**src/rtl/sigcond_cfg_pkg.sv**
```systemverilog
// Shared constants, state encoding and address helper for the
// signal-conditioner configuration slave.
package sigcond_cfg_pkg;
    localparam int BYTE_W = 8;
    localparam int EQ_W   = 3;
    localparam int SW_W   = 2;
    localparam int DE_W   = 3;

    typedef enum logic [2:0] {
        ST_IDLE, ST_ADDR, ST_ADDR_ACK, ST_WR, ST_WR_ACK, ST_RD, ST_RD_ACK
    } slv_state_t;

    // Merge the three address pins into bits 4, 1 and 0 of the base address.
    function automatic logic [6:0] merge_addr(input logic [6:0] base,
                                              input logic [2:0] pins);
        logic [6:0] a;
        a    = base;
        a[4] = pins[2];
        a[1] = pins[1];
        a[0] = pins[0];
        return a;
    endfunction
endpackage

```
**src/rtl/sigcond_cfg_sync.sv**
```systemverilog
// Synchronizes SCL/SDA into the system clock domain and reports SCL edges
// and START/STOP conditions. Assumes the bus is slow relative to clk.
module sigcond_cfg_sync #(
    parameter int STAGES = 2
) (
    input  logic clk,
    input  logic rst_n,
    input  logic scl_i,
    input  logic sda_i,
    output logic sda_s_o,
    output logic scl_rise_o,
    output logic scl_fall_o,
    output logic start_o,
    output logic stop_o
);
    logic [STAGES-1:0] scl_q, sda_q;
    logic              scl_d, sda_d;
    logic              scl_s, sda_s;

    assign scl_s = scl_q[STAGES-1];
    assign sda_s = sda_q[STAGES-1];

    // Synchronizer chains plus one delay stage for edge detection.
    always_ff @(posedge clk) begin
        if (!rst_n) begin
            scl_q <= '1;
            sda_q <= '1;
            scl_d <= 1'b1;
            sda_d <= 1'b1;
        end else begin
            scl_q <= {scl_q[STAGES-2:0], scl_i};
            sda_q <= {sda_q[STAGES-2:0], sda_i};
            scl_d <= scl_s;
            sda_d <= sda_s;
        end
    end

    assign sda_s_o    = sda_s;
    assign scl_rise_o = scl_s & ~scl_d;
    assign scl_fall_o = ~scl_s & scl_d;
    assign start_o    = scl_s & scl_d & sda_d & ~sda_s;
    assign stop_o     = scl_s & scl_d & ~sda_d & sda_s;
endmodule

```
**src/rtl/sigcond_cfg_engine.sv**
```systemverilog
// I2C slave protocol engine: address match, dummy-byte drop on writes,
// auto-incrementing byte index, read data shifting. Writes are issued as a
// one-cycle strobe at the end of the acknowledge clock.
module sigcond_cfg_engine
    import sigcond_cfg_pkg::*;
#(
    parameter int NUM_BYTES = 12,
    localparam int PTR_W    = $clog2(NUM_BYTES + 1)
) (
    input  logic               clk,
    input  logic               rst_n,
    input  logic               sda_s,
    input  logic               scl_rise,
    input  logic               scl_fall,
    input  logic               start_det,
    input  logic               stop_det,
    input  logic [6:0]         dev_addr,
    output logic               sda_oe,
    output logic               wr_en,
    output logic [PTR_W-1:0]   wr_idx,
    output logic [BYTE_W-1:0]  wr_data,
    output logic [PTR_W-1:0]   rd_idx,
    input  logic [BYTE_W-1:0]  rd_data
);
    slv_state_t        state;
    logic [3:0]        bitcnt;
    logic [BYTE_W-1:0] shreg, txreg;
    logic [PTR_W-1:0]  ptr, ptr_next;
    logic              rw, dummy, accept, mnack;

    assign ptr_next = (ptr == PTR_W'(NUM_BYTES)) ? ptr : ptr + PTR_W'(1);
    assign rd_idx   = (state == ST_RD_ACK) ? ptr_next : ptr;

    // Protocol state machine, driven by synchronized SCL edges.
    always_ff @(posedge clk) begin
        if (!rst_n) begin
            state <= ST_IDLE;  bitcnt <= '0;  shreg <= '0;  txreg <= '0;
            ptr <= '0;  rw <= 1'b0;  dummy <= 1'b0;  accept <= 1'b0;
            mnack <= 1'b0;  sda_oe <= 1'b0;
            wr_en <= 1'b0;  wr_idx <= '0;  wr_data <= '0;
        end else begin
            wr_en <= 1'b0;
            if (start_det) begin
                state <= ST_ADDR;  bitcnt <= '0;  ptr <= '0;
                dummy <= 1'b1;  sda_oe <= 1'b0;
            end else if (stop_det) begin
                state <= ST_IDLE;  ptr <= '0;  sda_oe <= 1'b0;
            end else begin
                case (state)
                    ST_ADDR: begin
                        if (scl_rise && bitcnt != 4'd8) begin
                            shreg  <= {shreg[BYTE_W-2:0], sda_s};
                            bitcnt <= bitcnt + 4'd1;
                        end else if (scl_fall && bitcnt == 4'd8) begin
                            if (shreg[7:1] == dev_addr) begin
                                sda_oe <= 1'b1;
                                rw     <= shreg[0];
                                state  <= ST_ADDR_ACK;
                            end else begin
                                state <= ST_IDLE;
                            end
                        end
                    end
                    ST_ADDR_ACK: if (scl_fall) begin
                        bitcnt <= '0;
                        if (rw) begin
                            txreg  <= rd_data;
                            sda_oe <= ~rd_data[BYTE_W-1];
                            state  <= ST_RD;
                        end else begin
                            sda_oe <= 1'b0;
                            state  <= ST_WR;
                        end
                    end
                    ST_WR: begin
                        if (scl_rise && bitcnt != 4'd8) begin
                            shreg  <= {shreg[BYTE_W-2:0], sda_s};
                            bitcnt <= bitcnt + 4'd1;
                        end else if (scl_fall && bitcnt == 4'd8) begin
                            accept <= dummy || (ptr < PTR_W'(NUM_BYTES));
                            sda_oe <= dummy || (ptr < PTR_W'(NUM_BYTES));
                            state  <= ST_WR_ACK;
                        end
                    end
                    ST_WR_ACK: if (scl_fall) begin
                        sda_oe <= 1'b0;
                        bitcnt <= '0;
                        if (!accept) begin
                            state <= ST_IDLE;
                        end else begin
                            state <= ST_WR;
                            if (dummy) begin
                                dummy <= 1'b0;
                            end else begin
                                wr_en   <= 1'b1;
                                wr_idx  <= ptr;
                                wr_data <= shreg;
                                ptr     <= ptr + PTR_W'(1);
                            end
                        end
                    end
                    ST_RD: if (scl_fall) begin
                        if (bitcnt == 4'd7) begin
                            sda_oe <= 1'b0;
                            state  <= ST_RD_ACK;
                        end else begin
                            bitcnt <= bitcnt + 4'd1;
                            txreg  <= {txreg[BYTE_W-2:0], 1'b0};
                            sda_oe <= ~txreg[BYTE_W-2];
                        end
                    end
                    ST_RD_ACK: begin
                        if (scl_rise) begin
                            mnack <= sda_s;
                        end else if (scl_fall) begin
                            if (mnack) begin
                                state <= ST_IDLE;
                            end else begin
                                bitcnt <= '0;
                                ptr    <= ptr_next;
                                txreg  <= rd_data;
                                sda_oe <= ~rd_data[BYTE_W-1];
                                state  <= ST_RD;
                            end
                        end
                    end
                    default: ;
                endcase
            end
        end
    end

    // the write strobe never targets an index past the file.
    a_r6_no_write_past_end: assert property (@(posedge clk) disable iff (!rst_n)
        wr_en |-> (wr_idx < PTR_W'(NUM_BYTES)));
    // writes only happen in a write-direction transaction.
    a_r4_write_only_when_writing: assert property (@(posedge clk) disable iff (!rst_n)
        wr_en |-> !rw);
    // any START returns the byte index to zero.
    a_r8_index_cleared_by_start: assert property (@(posedge clk) disable iff (!rst_n)
        start_det |=> (ptr == '0));
    // the slave releases SDA during the master's acknowledge bit.
    a_r7_release_for_master_ack: assert property (@(posedge clk) disable iff (!rst_n)
        (state == ST_RD_ACK) |-> !sda_oe);
endmodule

```
**src/rtl/sigcond_cfg_regfile.sv**
```systemverilog
// Configuration byte storage with strap preload on reset, a read port that
// places lane status at index 0, and the strap/register output select.
module sigcond_cfg_regfile
    import sigcond_cfg_pkg::*;
#(
    parameter int NUM_CH    = 2,
    parameter int NUM_BYTES = 12,
    localparam int PTR_W    = $clog2(NUM_BYTES + 1),
    localparam int CTRL_IDX = 1 + NUM_CH,
    localparam int SW_LSB   = DE_W,
    localparam int EQ_LSB   = DE_W + SW_W
) (
    input  logic                   clk,
    input  logic                   rst_n,
    input  logic                   mode_strap,
    input  logic [NUM_CH*EQ_W-1:0] strap_eq,
    input  logic [NUM_CH*SW_W-1:0] strap_sw,
    input  logic [NUM_CH*DE_W-1:0] strap_de,
    input  logic                   strap_loop_n,
    input  logic                   strap_pwrdn_n,
    input  logic [BYTE_W-1:0]      sig_det,
    input  logic                   wr_en,
    input  logic [PTR_W-1:0]       wr_idx,
    input  logic [BYTE_W-1:0]      wr_data,
    input  logic [PTR_W-1:0]       rd_idx,
    output logic [BYTE_W-1:0]      rd_data,
    output logic [NUM_CH*EQ_W-1:0] eq_o,
    output logic [NUM_CH*SW_W-1:0] sw_o,
    output logic [NUM_CH*DE_W-1:0] de_o,
    output logic                   loop_n_o,
    output logic                   pwrdn_n_o
);
    logic [BYTE_W-1:0]           regs    [NUM_BYTES];
    logic [BYTE_W-1:0]           preload [NUM_BYTES];
    logic [NUM_BYTES*BYTE_W-1:0] reg_flat;

    // Build the reset image from the straps.
    always_comb begin
        for (int i = 0; i < NUM_BYTES; i++) preload[i] = '0;
        for (int c = 0; c < NUM_CH; c++)
            preload[1+c] = {strap_eq[c*EQ_W +: EQ_W], strap_sw[c*SW_W +: SW_W],
                            strap_de[c*DE_W +: DE_W]};
        preload[CTRL_IDX] = {{(BYTE_W-2){1'b0}}, strap_loop_n, strap_pwrdn_n};
    end

    // Storage: preload on reset, byte writes afterwards (index 0 read-only).
    always_ff @(posedge clk) begin
        if (!rst_n) begin
            for (int i = 0; i < NUM_BYTES; i++) regs[i] <= preload[i];
        end else begin
            for (int i = 1; i < NUM_BYTES; i++)
                if (wr_en && wr_idx == PTR_W'(i)) regs[i] <= wr_data;
        end
    end

    // Read port: status at index 0, zero past the end.
    always_comb begin
        rd_data = (rd_idx == '0) ? sig_det : '0;
        for (int i = 1; i < NUM_BYTES; i++)
            if (rd_idx == PTR_W'(i)) rd_data = regs[i];
    end

    // Flattened storage view for the checks below.
    always_comb begin
        for (int i = 0; i < NUM_BYTES; i++) reg_flat[i*BYTE_W +: BYTE_W] = regs[i];
    end

    for (genvar c = 0; c < NUM_CH; c++) begin : g_ch
        assign eq_o[c*EQ_W +: EQ_W] = mode_strap ? strap_eq[c*EQ_W +: EQ_W]
                                                 : regs[1+c][EQ_LSB +: EQ_W];
        assign sw_o[c*SW_W +: SW_W] = mode_strap ? strap_sw[c*SW_W +: SW_W]
                                                 : regs[1+c][SW_LSB +: SW_W];
        assign de_o[c*DE_W +: DE_W] = mode_strap ? strap_de[c*DE_W +: DE_W]
                                                 : regs[1+c][0 +: DE_W];
    end
    assign loop_n_o  = mode_strap ? strap_loop_n  : regs[CTRL_IDX][1];
    assign pwrdn_n_o = mode_strap ? strap_pwrdn_n : regs[CTRL_IDX][0];

    // storage changes only through a completed write strobe.
    a_r9_hold_without_write: assert property (@(posedge clk) disable iff (!rst_n)
        !wr_en |=> $stable(reg_flat));
    // a write to index 0 leaves every stored byte alone.
    a_r5_index0_readonly: assert property (@(posedge clk) disable iff (!rst_n)
        (wr_en && wr_idx == '0) |=> $stable(reg_flat));
endmodule

```
**src/rtl/sigcond_cfg_slave.sv**
```systemverilog
// Top level: synchronizer, protocol engine and register file. Assumes SCL
// phases last several clk cycles (standard-rate bus on a fast system clock).
module sigcond_cfg_slave
    import sigcond_cfg_pkg::*;
#(
    parameter int         NUM_CH    = 2,
    parameter int         NUM_BYTES = 12,
    parameter logic [6:0] BASE_ADDR = 7'h60,
    localparam int        PTR_W     = $clog2(NUM_BYTES + 1)
) (
    input  logic                   clk,
    input  logic                   rst_n,
    input  logic                   scl_i,
    input  logic                   sda_i,
    output logic                   sda_oe_o,
    input  logic [2:0]             addr_sel_i,
    input  logic                   mode_strap_i,
    input  logic [NUM_CH*EQ_W-1:0] strap_eq_i,
    input  logic [NUM_CH*SW_W-1:0] strap_swing_i,
    input  logic [NUM_CH*DE_W-1:0] strap_deemph_i,
    input  logic                   strap_loop_n_i,
    input  logic                   strap_pwrdn_n_i,
    input  logic [BYTE_W-1:0]      sig_det_i,
    output logic [NUM_CH*EQ_W-1:0] eq_o,
    output logic [NUM_CH*SW_W-1:0] swing_o,
    output logic [NUM_CH*DE_W-1:0] deemph_o,
    output logic                   loop_n_o,
    output logic                   pwrdn_n_o
);
    logic              sda_s, scl_rise, scl_fall, start_det, stop_det;
    logic              wr_en;
    logic [PTR_W-1:0]  wr_idx, rd_idx;
    logic [BYTE_W-1:0] wr_data, rd_data;
    logic [6:0]        dev_addr;

    assign dev_addr = merge_addr(BASE_ADDR, addr_sel_i);

    sigcond_cfg_sync #(.STAGES(2)) u_sync (
        .clk(clk), .rst_n(rst_n), .scl_i(scl_i), .sda_i(sda_i),
        .sda_s_o(sda_s), .scl_rise_o(scl_rise), .scl_fall_o(scl_fall),
        .start_o(start_det), .stop_o(stop_det)
    );

    sigcond_cfg_engine #(.NUM_BYTES(NUM_BYTES)) u_engine (
        .clk(clk), .rst_n(rst_n), .sda_s(sda_s), .scl_rise(scl_rise),
        .scl_fall(scl_fall), .start_det(start_det), .stop_det(stop_det),
        .dev_addr(dev_addr), .sda_oe(sda_oe_o), .wr_en(wr_en),
        .wr_idx(wr_idx), .wr_data(wr_data), .rd_idx(rd_idx), .rd_data(rd_data)
    );

    sigcond_cfg_regfile #(.NUM_CH(NUM_CH), .NUM_BYTES(NUM_BYTES)) u_regs (
        .clk(clk), .rst_n(rst_n), .mode_strap(mode_strap_i),
        .strap_eq(strap_eq_i), .strap_sw(strap_swing_i), .strap_de(strap_deemph_i),
        .strap_loop_n(strap_loop_n_i), .strap_pwrdn_n(strap_pwrdn_n_i),
        .sig_det(sig_det_i), .wr_en(wr_en), .wr_idx(wr_idx), .wr_data(wr_data),
        .rd_idx(rd_idx), .rd_data(rd_data), .eq_o(eq_o), .sw_o(swing_o),
        .de_o(deemph_o), .loop_n_o(loop_n_o), .pwrdn_n_o(pwrdn_n_o)
    );
endmodule

```
**config.mk**
```make
export PLATFORM = sky130hd
export DESIGN_NAME = sigcond_cfg_slave
export DESIGN_NICKNAME = d
export VERILOG_FILES = /design/src/rtl/sigcond_cfg_pkg.sv /design/src/rtl/sigcond_cfg_sync.sv /design/src/rtl/sigcond_cfg_engine.sv /design/src/rtl/sigcond_cfg_regfile.sv /design/src/rtl/sigcond_cfg_slave.sv
export SDC_FILE = /design/constraint.sdc
export NUM_CORES = 1
export LEC_CHECK = 0
export BUFFER_PORTS_ARGS = -buffer_cell sky130_fd_sc_hd__buf_2
export CORE_MARGIN = 10
export CORE_UTILIZATION = 60
export CTS_CLUSTER_SIZE = 16
export DETAILED_ROUTE_END_ITERATION = 16
export PLACE_DENSITY = 0.79
export SLEW_MARGIN = 40
export SYNTH_ARGS = -nofsm -noshare
export SYNTH_HDL_FRONTEND = slang
export SYNTH_HIERARCHICAL = 1
export SYNTH_SLANG_ARGS = --single-unit
```
**constraint.sdc**
```tcl
create_clock -name clk -period 3.3 [get_ports clk]
set_input_delay 0.66 -clock clk [delete_from_list [all_inputs] [get_ports clk]]
set_output_delay 0.66 -clock clk [all_outputs]
set_load 0.1 [all_outputs]
```
==> flow_summary.toml, run 1 <==
[run_status]
run_status = "completed"

[cts]
cts.sink_count = 138
cts-buffers-inserted = 17
postCtsSetupBuffers = 0
cts_tree = "yes"
htreeDepth = 4
cts.hold.buffers_added = 0
clk_pin_slew_worst_paths_ns = 0.06
ctsRootBufferMaster = "clkbuf_16"
clk_latency_ns = 0.42
clk_path_buf_depth = 2
cts_resized = 0

[setup_path]
end_kind = "register"
start_kind = "register"
critical-path-top-cell-by-count = "a21oi_1"
critPathMaxFanout = 45
crit-reg2reg-launch = "u_engine/state[0]"
cp_slowest_stage_delay_ns = 0.34
critical_path.cell_chain = "and2b_1 > and2_1 > nand2_1 > xnor2_2 > buf_12 > nor3b_1 > a21oi_1 > nor2_1 > o32ai_1 > o31a_1 > a21oi_1 > o31ai_1 > mux2i_1"
critPathRequiredTime_ns = 3.65
crit_type = "register to register"
cp_slowest_cell = "nor3b_1"
critical_path_source = "u_engine/state[0]"
cp.arrival_ns = 3.26
ff2ff_path_depth = 13

[flow_run]
drv_cap = 0

[power_and_ir_drop]
powerDensity_nw_per_um2 = 512
fin_total_pwr_mw = 4.02
sw_ratio = 0.252
power.switching_mw = 1.01
power.ir.vdd_worst_uv = 316
seq_power_share = 0.473
share_comb_of_total_power = 0.076
leakage_nw = 3.00
power.share.clock = 0.451
p_int_mw = 3.01

[cells_and_area]
layout_common_cells = "nor2_1 (109), edfxtp_1 (88), buf_2 (52)"
num_antenna_cells = 0
syn2layout_area_growth_pct = 13.1
post_route_insts_no_fill = 835
final_instance_area_sq_um = 7840
final_core_utilization = 0.690
finish.net_count = 717
layout_commonest_cell = "nor2_1"
post_route_cells_drive_above_1_share = 0.227

[grt]
track_usage = 0.216
grt_pass1_vias = 5101
global_route.overflow_total = 0
grt_max_degree = 46
number_of_antenna_violations_at_the_first_check_in_global_routing = 0
grt_pass1_wl_um = 27600

[sta]
layout_worst_path_cycle_share = 0.882
final_max_slew_viol_count = 0
final.min_clock_period_ns = 2.91
max_slew.worst_pin.slew_ns = 0.740
setup_slack_ns = 0.390
timing.clock.skew_ns = 0.00736
hold_violations = 0
finalSetupViolations = 0
fin_setup_tns_ns = 0
fmax_ghz = 0.344
unrepaired_setup_endpoints_after_global_routing = "false"
fin_worst_hold_slack_ns = 0.412
timing.max_slew.rel_slack = 0.507

[synth]
yosysTopAreaCell = "edfxtp_1"
syn-cell-area_sq_um = 6930
synth-async-reset-ratio = 0
ys_warn_count = 6
post_synth_inst_count = 630
seq_area_frac_synth = 0.525
dominantRegCellSynth = "edfxtp_1"
synth_enable_flop_cells = 88
yosys_register_bits = 138
synth.lib_cells_used.distinct = 70
yosysTopAreaCellShare = 0.381
synth_area_leaders = "edfxtp_1 (38%), dfxtp_1 (14%), mux2i_1 (6.2%)"
syn-mean-instance-area_sq_um = 11.0

[placement]
numPortBuffers = 52
pre_cts_slack_ns = 0.369
gp_routability_congestion = 0.952
postPlaceCellArea_sq_um = 7280
dp.final_hpwl_um = 12300
post_place_cells = 803

[route]
wirelength_routed_um = 17200
drt_first_iter_violations = 457
drt-pass1-iter-count = 5
antenna_violation_net_count_after_detailed_routing = 0
routedWlPerCell_um = 20.6
post_drt_via_cell_ratio = 6.22
dr_total_vias = 5192
drcViolationCount = 0

[die]
die_y_um = 128
floorplan.die.width_um = 128
core-area_sq_um = 11400
placementRows = 39
design.die.area_sq_um = 16300
initial_core_util = 0.610
io_pins = 53

[min_path]
beginning_of_the_worst_hold_path = "u_sync/sda_q[0]"
holdPathStages = 1
hold_path.class = "register to register"
[worst paths after layout]
kind	slack (ns)	to
max	0.39	u_engine/sda_oe
min	0.41	u_sync/sda_q[1]
max reg2reg	0.39	u_engine/sda_oe
min reg2reg	0.41	u_sync/sda_q[1]
[power by group through the flow]
stage                     logic, mW  clock network, mW  registers, mW
after floorplan               0.232                  0           1.93
after global placement        0.297                  0           1.94
after detailed placement      0.303                  0           1.94
after CTS                     0.305               1.82           1.90
after global routing          0.320               1.91           1.91
final                         0.306               1.81           1.90
[metal layers]
metal,GRT usage,share of wire,vias up
met2,0.341,0.48,268
met3,0.0596,0.088,32
met5,0,0,-
met4,0.0770,0.019,0
li1,-,-,2392
met1,0.278,0.41,2500
[synth_stat cells (3+ instances only)]
cell      instances
nand4_1           5
xnor2_1           6
o21ai_0          19
edfxtp_1         88
a311oi_1          4
and4b_1           3
a21oi_1          33
clkbuf_1         14
dfxtp_1          50
nand3b_1          8
buf_6             4
buf_4             3
mux4_2           10
a31oi_1           3
nor4_1            3
nor2b_1           9
nand2_1          39
mux2i_1          43
mux2_2           37
nand3_1          10
a21o_1            5
or2_2             3
nor2_1          109
inv_1            21
nand2b_1         16
a211oi_1         13
nor3b_1           3
ha_1              4
and3_1            3
buf_2            10
xor2_1            4
[worst max-delay path: cells and delay by family, from the launching register on]
kind / cells / cell delay (ns)
XOR/XNOR: 1 / 0.20
multiplexers: 1 / 0.12
AO/OA/AOI/OAI: 5 / 0.71
AND/OR/NAND/NOR: 5 / 1.18
flip-flops: 1 / 0.32
buffers and inverters: 1 / 0.29
[kinds of logic (layout without fill, tap and decap cells)]
logic type | count (synthesis) | count (layout) | synth area share
buffers and inverters | 55 | 115 | 0.0404
other | 2 | 4 | 0.00108
adders and majority gates | 4 | 4 | 0.00722
AOI/OAI and AO/OA | 104 | 104 | 0.100
and+or+nand+nor | 226 | 226 | 0.156
xor gates and xnor gates | 10 | 10 | 0.0126
DFF | 138 | 138 | 0.525
muxes | 91 | 91 | 0.157
[flip-flops by register name (all words and copies together), names as in the netlist]
name              count
u_engine/rw           1
u_sync/scl_q          2
u_engine/accept       1
u_sync/sda_q          2
u_engine/shreg        8
u_engine/state        3
u_engine/ptr          4
u_sync/sda_d          1
u_engine/dummy        1
u_engine/txreg        7
u_sync/scl_d          1
u_engine/wr_en        1
u_engine/mnack        1
u_engine/wr_idx       4
u_engine/sda_oe       1
u_regs/regs          88
u_engine/bitcnt       4
u_engine/wr_data      8
[cell type report]
| class | count | area [sq um] |
|---|---|---|
| clock buffer | 17 | 425 |
| clock inverter | 15 | 136 |
| fill | 828 | 3530 |
| inverter | 21 | 78.8 |
| multi-input combinational | 439 | 3030 |
| sequential | 138 | 3640 |
| tap | 143 | 179 |
| timing repair buffer | 62 | 348 |
(Power assumes the default switching activity.)
==> inputs of run 2 (changes only) <==
Settings changed: ABC_AREA set to 1.
Clock period 3.3 ns to 2.71 ns, I/O delays scaled along.
==> flow_summary.toml, run 2 <==
[run_status]
run_status = "finished with violations"
failed_checks = "setup timing"

[synth]
synth_simple_gate_area_frac = 0.290
ys_warn_count = 6
synth.lib_cells_used.distinct = 46
syn-cell-area_sq_um = 7060
dominantRegCellSynth = "edfxtp_1"
synth_xor_xnor_area_share = 0.00372
synth-async-reset-ratio = 0
synth_area_leaders = "edfxtp_1 (37%), dfxtp_1 (14%), nand2_1 (11%)"
yosysTopAreaCellShare = 0.374
syn-mean-instance-area_sq_um = 8.10
post_synth_inst_count = 872
synthAdderAreaFrac = 0.00709
synth_top_family_by_area = "simple AND/OR/NAND/NOR gates"
post-synth-top-count-cell = "nand2_1"
commonest_cells_post_synth = "nand2_1 (207), nor2_1 (134), inv_1 (96), edfxtp_1 (88), o21ai_0 (69)"
yosysTopAreaCell = "edfxtp_1"
seq_area_frac_synth = 0.516
synth.mux.area_fraction = 0.0239
synth-compound-area-share = 0.0863
synth_enable_flop_cells = 88
yosys_register_bits = 138

[sta]
layout_worst_path_cycle_share = 1.02
final_max_slew_viol_count = 0
fin_setup_tns_ns = -0.0552
finalSetupViolations = 1
timing.max_slew.rel_slack = 0.450
hold_violations = 0
final.min_clock_period_ns = 2.77
max_slew.worst_pin.slew_ns = 0.819
setup_slack_ns = -0.0552
timing.clock.skew_ns = 0.00748
fmax_ghz = 0.362
unrepaired_setup_endpoints_after_global_routing = "true"

[cts]
ctsRootBufferMaster = "clkbuf_16"
clk_latency_ns = 0.42
htreeDepth = 4
cts-buffers-inserted = 17
clk_path_buf_depth = 2
cts.hold.buffers_added = 0
clk_pin_slew_worst_paths_ns = 0.06
cts.sink_count = 138
cts_tree = "yes"

[min_path]
hold_path.class = "primary input to register"

[cells_and_area]
post_route_cells_drive_above_1_share = 0.231
num_antenna_cells = 0
syn2layout_area_growth_pct = 21.4
largestRegisters = "u_regs/regs: 88 flops, u_engine/shreg: 8 flops, u_engine/wr_data: 8 flops"
largest_register_ffs = 88
layout_common_cells = "nand2_1 (202), nor2_1 (129), inv_1 (90)"
post_route_insts_no_fill = 1132
max_flop_register = "u_regs/regs"
final_instance_area_sq_um = 8570
finish.net_count = 1014
layout_commonest_cell = "nand2_1"

[die]
die_y_um = 128
floorplan.die.width_um = 128
design.die.area_sq_um = 16500
core-area_sq_um = 11500
placementRows = 39
io_pins = 53
initial_core_util = 0.616

[grt]
grt-busiest-layer = "met2"
grt_pass1_vias = 5956
grt_max_degree = 26
grt_util_met3 = 0.0628
grt_pass1_wl_um = 29800
grt_util_met2 = 0.357
global_route.overflow_total = 0
number_of_antenna_violations_at_the_first_check_in_global_routing = 0
track_usage = 0.228
global_route.usage.met1 = 0.296

[route]
dr_total_vias = 6632
drcViolationCount = 0
routedWlPerCell_um = 17.6
antenna_violation_net_count_after_detailed_routing = 0
wirelength_routed_um = 19900
post_drt_via_cell_ratio = 5.86
drt-pass1-iter-count = 6
drt_first_iter_violations = 1040

[power_and_ir_drop]
powerDensity_nw_per_um2 = 694
power.switching_mw = 1.83
seq_power_share = 0.410
leakage_nw = 3.68
fin_total_pwr_mw = 5.95
sw_ratio = 0.309
p_int_mw = 4.11
share_comb_of_total_power = 0.218
power.share.clock = 0.372
power.ir.vdd_worst_uv = 684

[setup_path]
critPathRequiredTime_ns = 3.07
cp.arrival_ns = 3.12
end_kind = "register"
start_kind = "register"
critPathMaxFanout = 5
crit_type = "register to register"

[flow_run]
drv_cap = 0

[placement]
gp_routability_congestion = 0.986
post_place_cells = 1086
postPlaceCellArea_sq_um = 7670
pre_cts_slack_ns = -0.196
numPortBuffers = 52
dp.final_hpwl_um = 13500
-- run 2: cell count changes in the layout (fill, tap and decap cells not counted), moves of 12 or more --
cell,change
nand2_1,+163
inv_2,+16
mux2_2,-22
o21ai_0,+39
nand2b_1,-16
nand3_1,+39
a211oi_1,-13
buf_4,+27
o21ai_1,+12
nor2_1,+20
inv_1,+70
mux2i_1,-43
-- run 2: power groups by stage --
stage               Clock [mW]  Sequential (mW)  Combinational, mW
floorplan                    0             2.49              0.876
finish                    2.21             2.44               1.30
global placement             0             2.47               1.18
CTS                       2.23             2.43               1.21
detailed placement           0             2.47               1.19
global route              2.31             2.45               1.42
-- run 2: final cells by class --
class                           instances  area [sq um]
Sequential cell                       138          3650
Multi-Input combinational cell        613          3140
Fill cell                             784          2900
Timing Repair Buffer                   95           618
Clock buffer                           19           433
Inverter                              111           422
Tap cell                              143           179
Clock inverter                         13           129
-- run 2: stage by stage --
stage                     utilization  hold slack, ns
final                           0.747           0.286
after global routing            0.747           0.293
after CTS                       0.723           0.275
after detailed placement        0.669           0.396
after global placement          0.669           0.387
after floorplan                     -           0.380
-- run 2: routing by layer --
layer | wire, um | part of all wire
met1 | 7870 | 0.40
met2 | 9270 | 0.47
met3 | 2010 | 0.10
met4 | 721 | 0.036
met5 | 0 | 0
-- run 2: repair_timing --
action | in CTS | in global routing
pin swaps | 5 | 33
setup buffers | 4 | 8
resized for setup | 9 | 59
gates cloned | 0 | 2
endpoints found under the setup margin | 8 | 8
-- run 2: final timing paths --
kind                         from               to  slack (ns)  depth (start not counted)
hold reg to reg   u_sync/sda_q[0]  u_sync/sda_q[1]        0.41                          2
setup reg to reg  u_engine/ptr[0]  u_engine/sda_oe       -0.06                         22
setup / recovery  u_engine/ptr[0]  u_engine/sda_oe       -0.06                         22
hold / removal              scl_i  u_sync/scl_q[0]        0.29                          3
-- run 2: worst max-delay path: stages (launching register included) --
cell	delay (ns)
dfxtp_4	0.36
inv_4	0.06
ha_4	0.13
nand3_4	0.08
buf_6	0.13
xor2_1	0.16
nand2_1	0.13
o21ai_2	0.12
buf_6	0.18
nor2_4	0.07
nand3_2	0.07
nand2_1	0.06
nor2_1	0.11
nand4_1	0.15
nor2_2	0.16
nand3_2	0.09
nand2_2	0.08
nand3_2	0.06
a211oi_2	0.19
nor2_1	0.06
nand4_1	0.06
nand2_1	0.06
nor2_1	0.12
-- run 2: cell families after synthesis --
family                   count (synthesis)
other                                    2
XOR/XNOR                                 3
AND/OR/NAND/NOR                        464
AO/OA/AOI/OAI                          117
buffers and inverters                  129
flip-flops                             138
adder cells (fa/ha/maj)                  4
multiplexers                            15
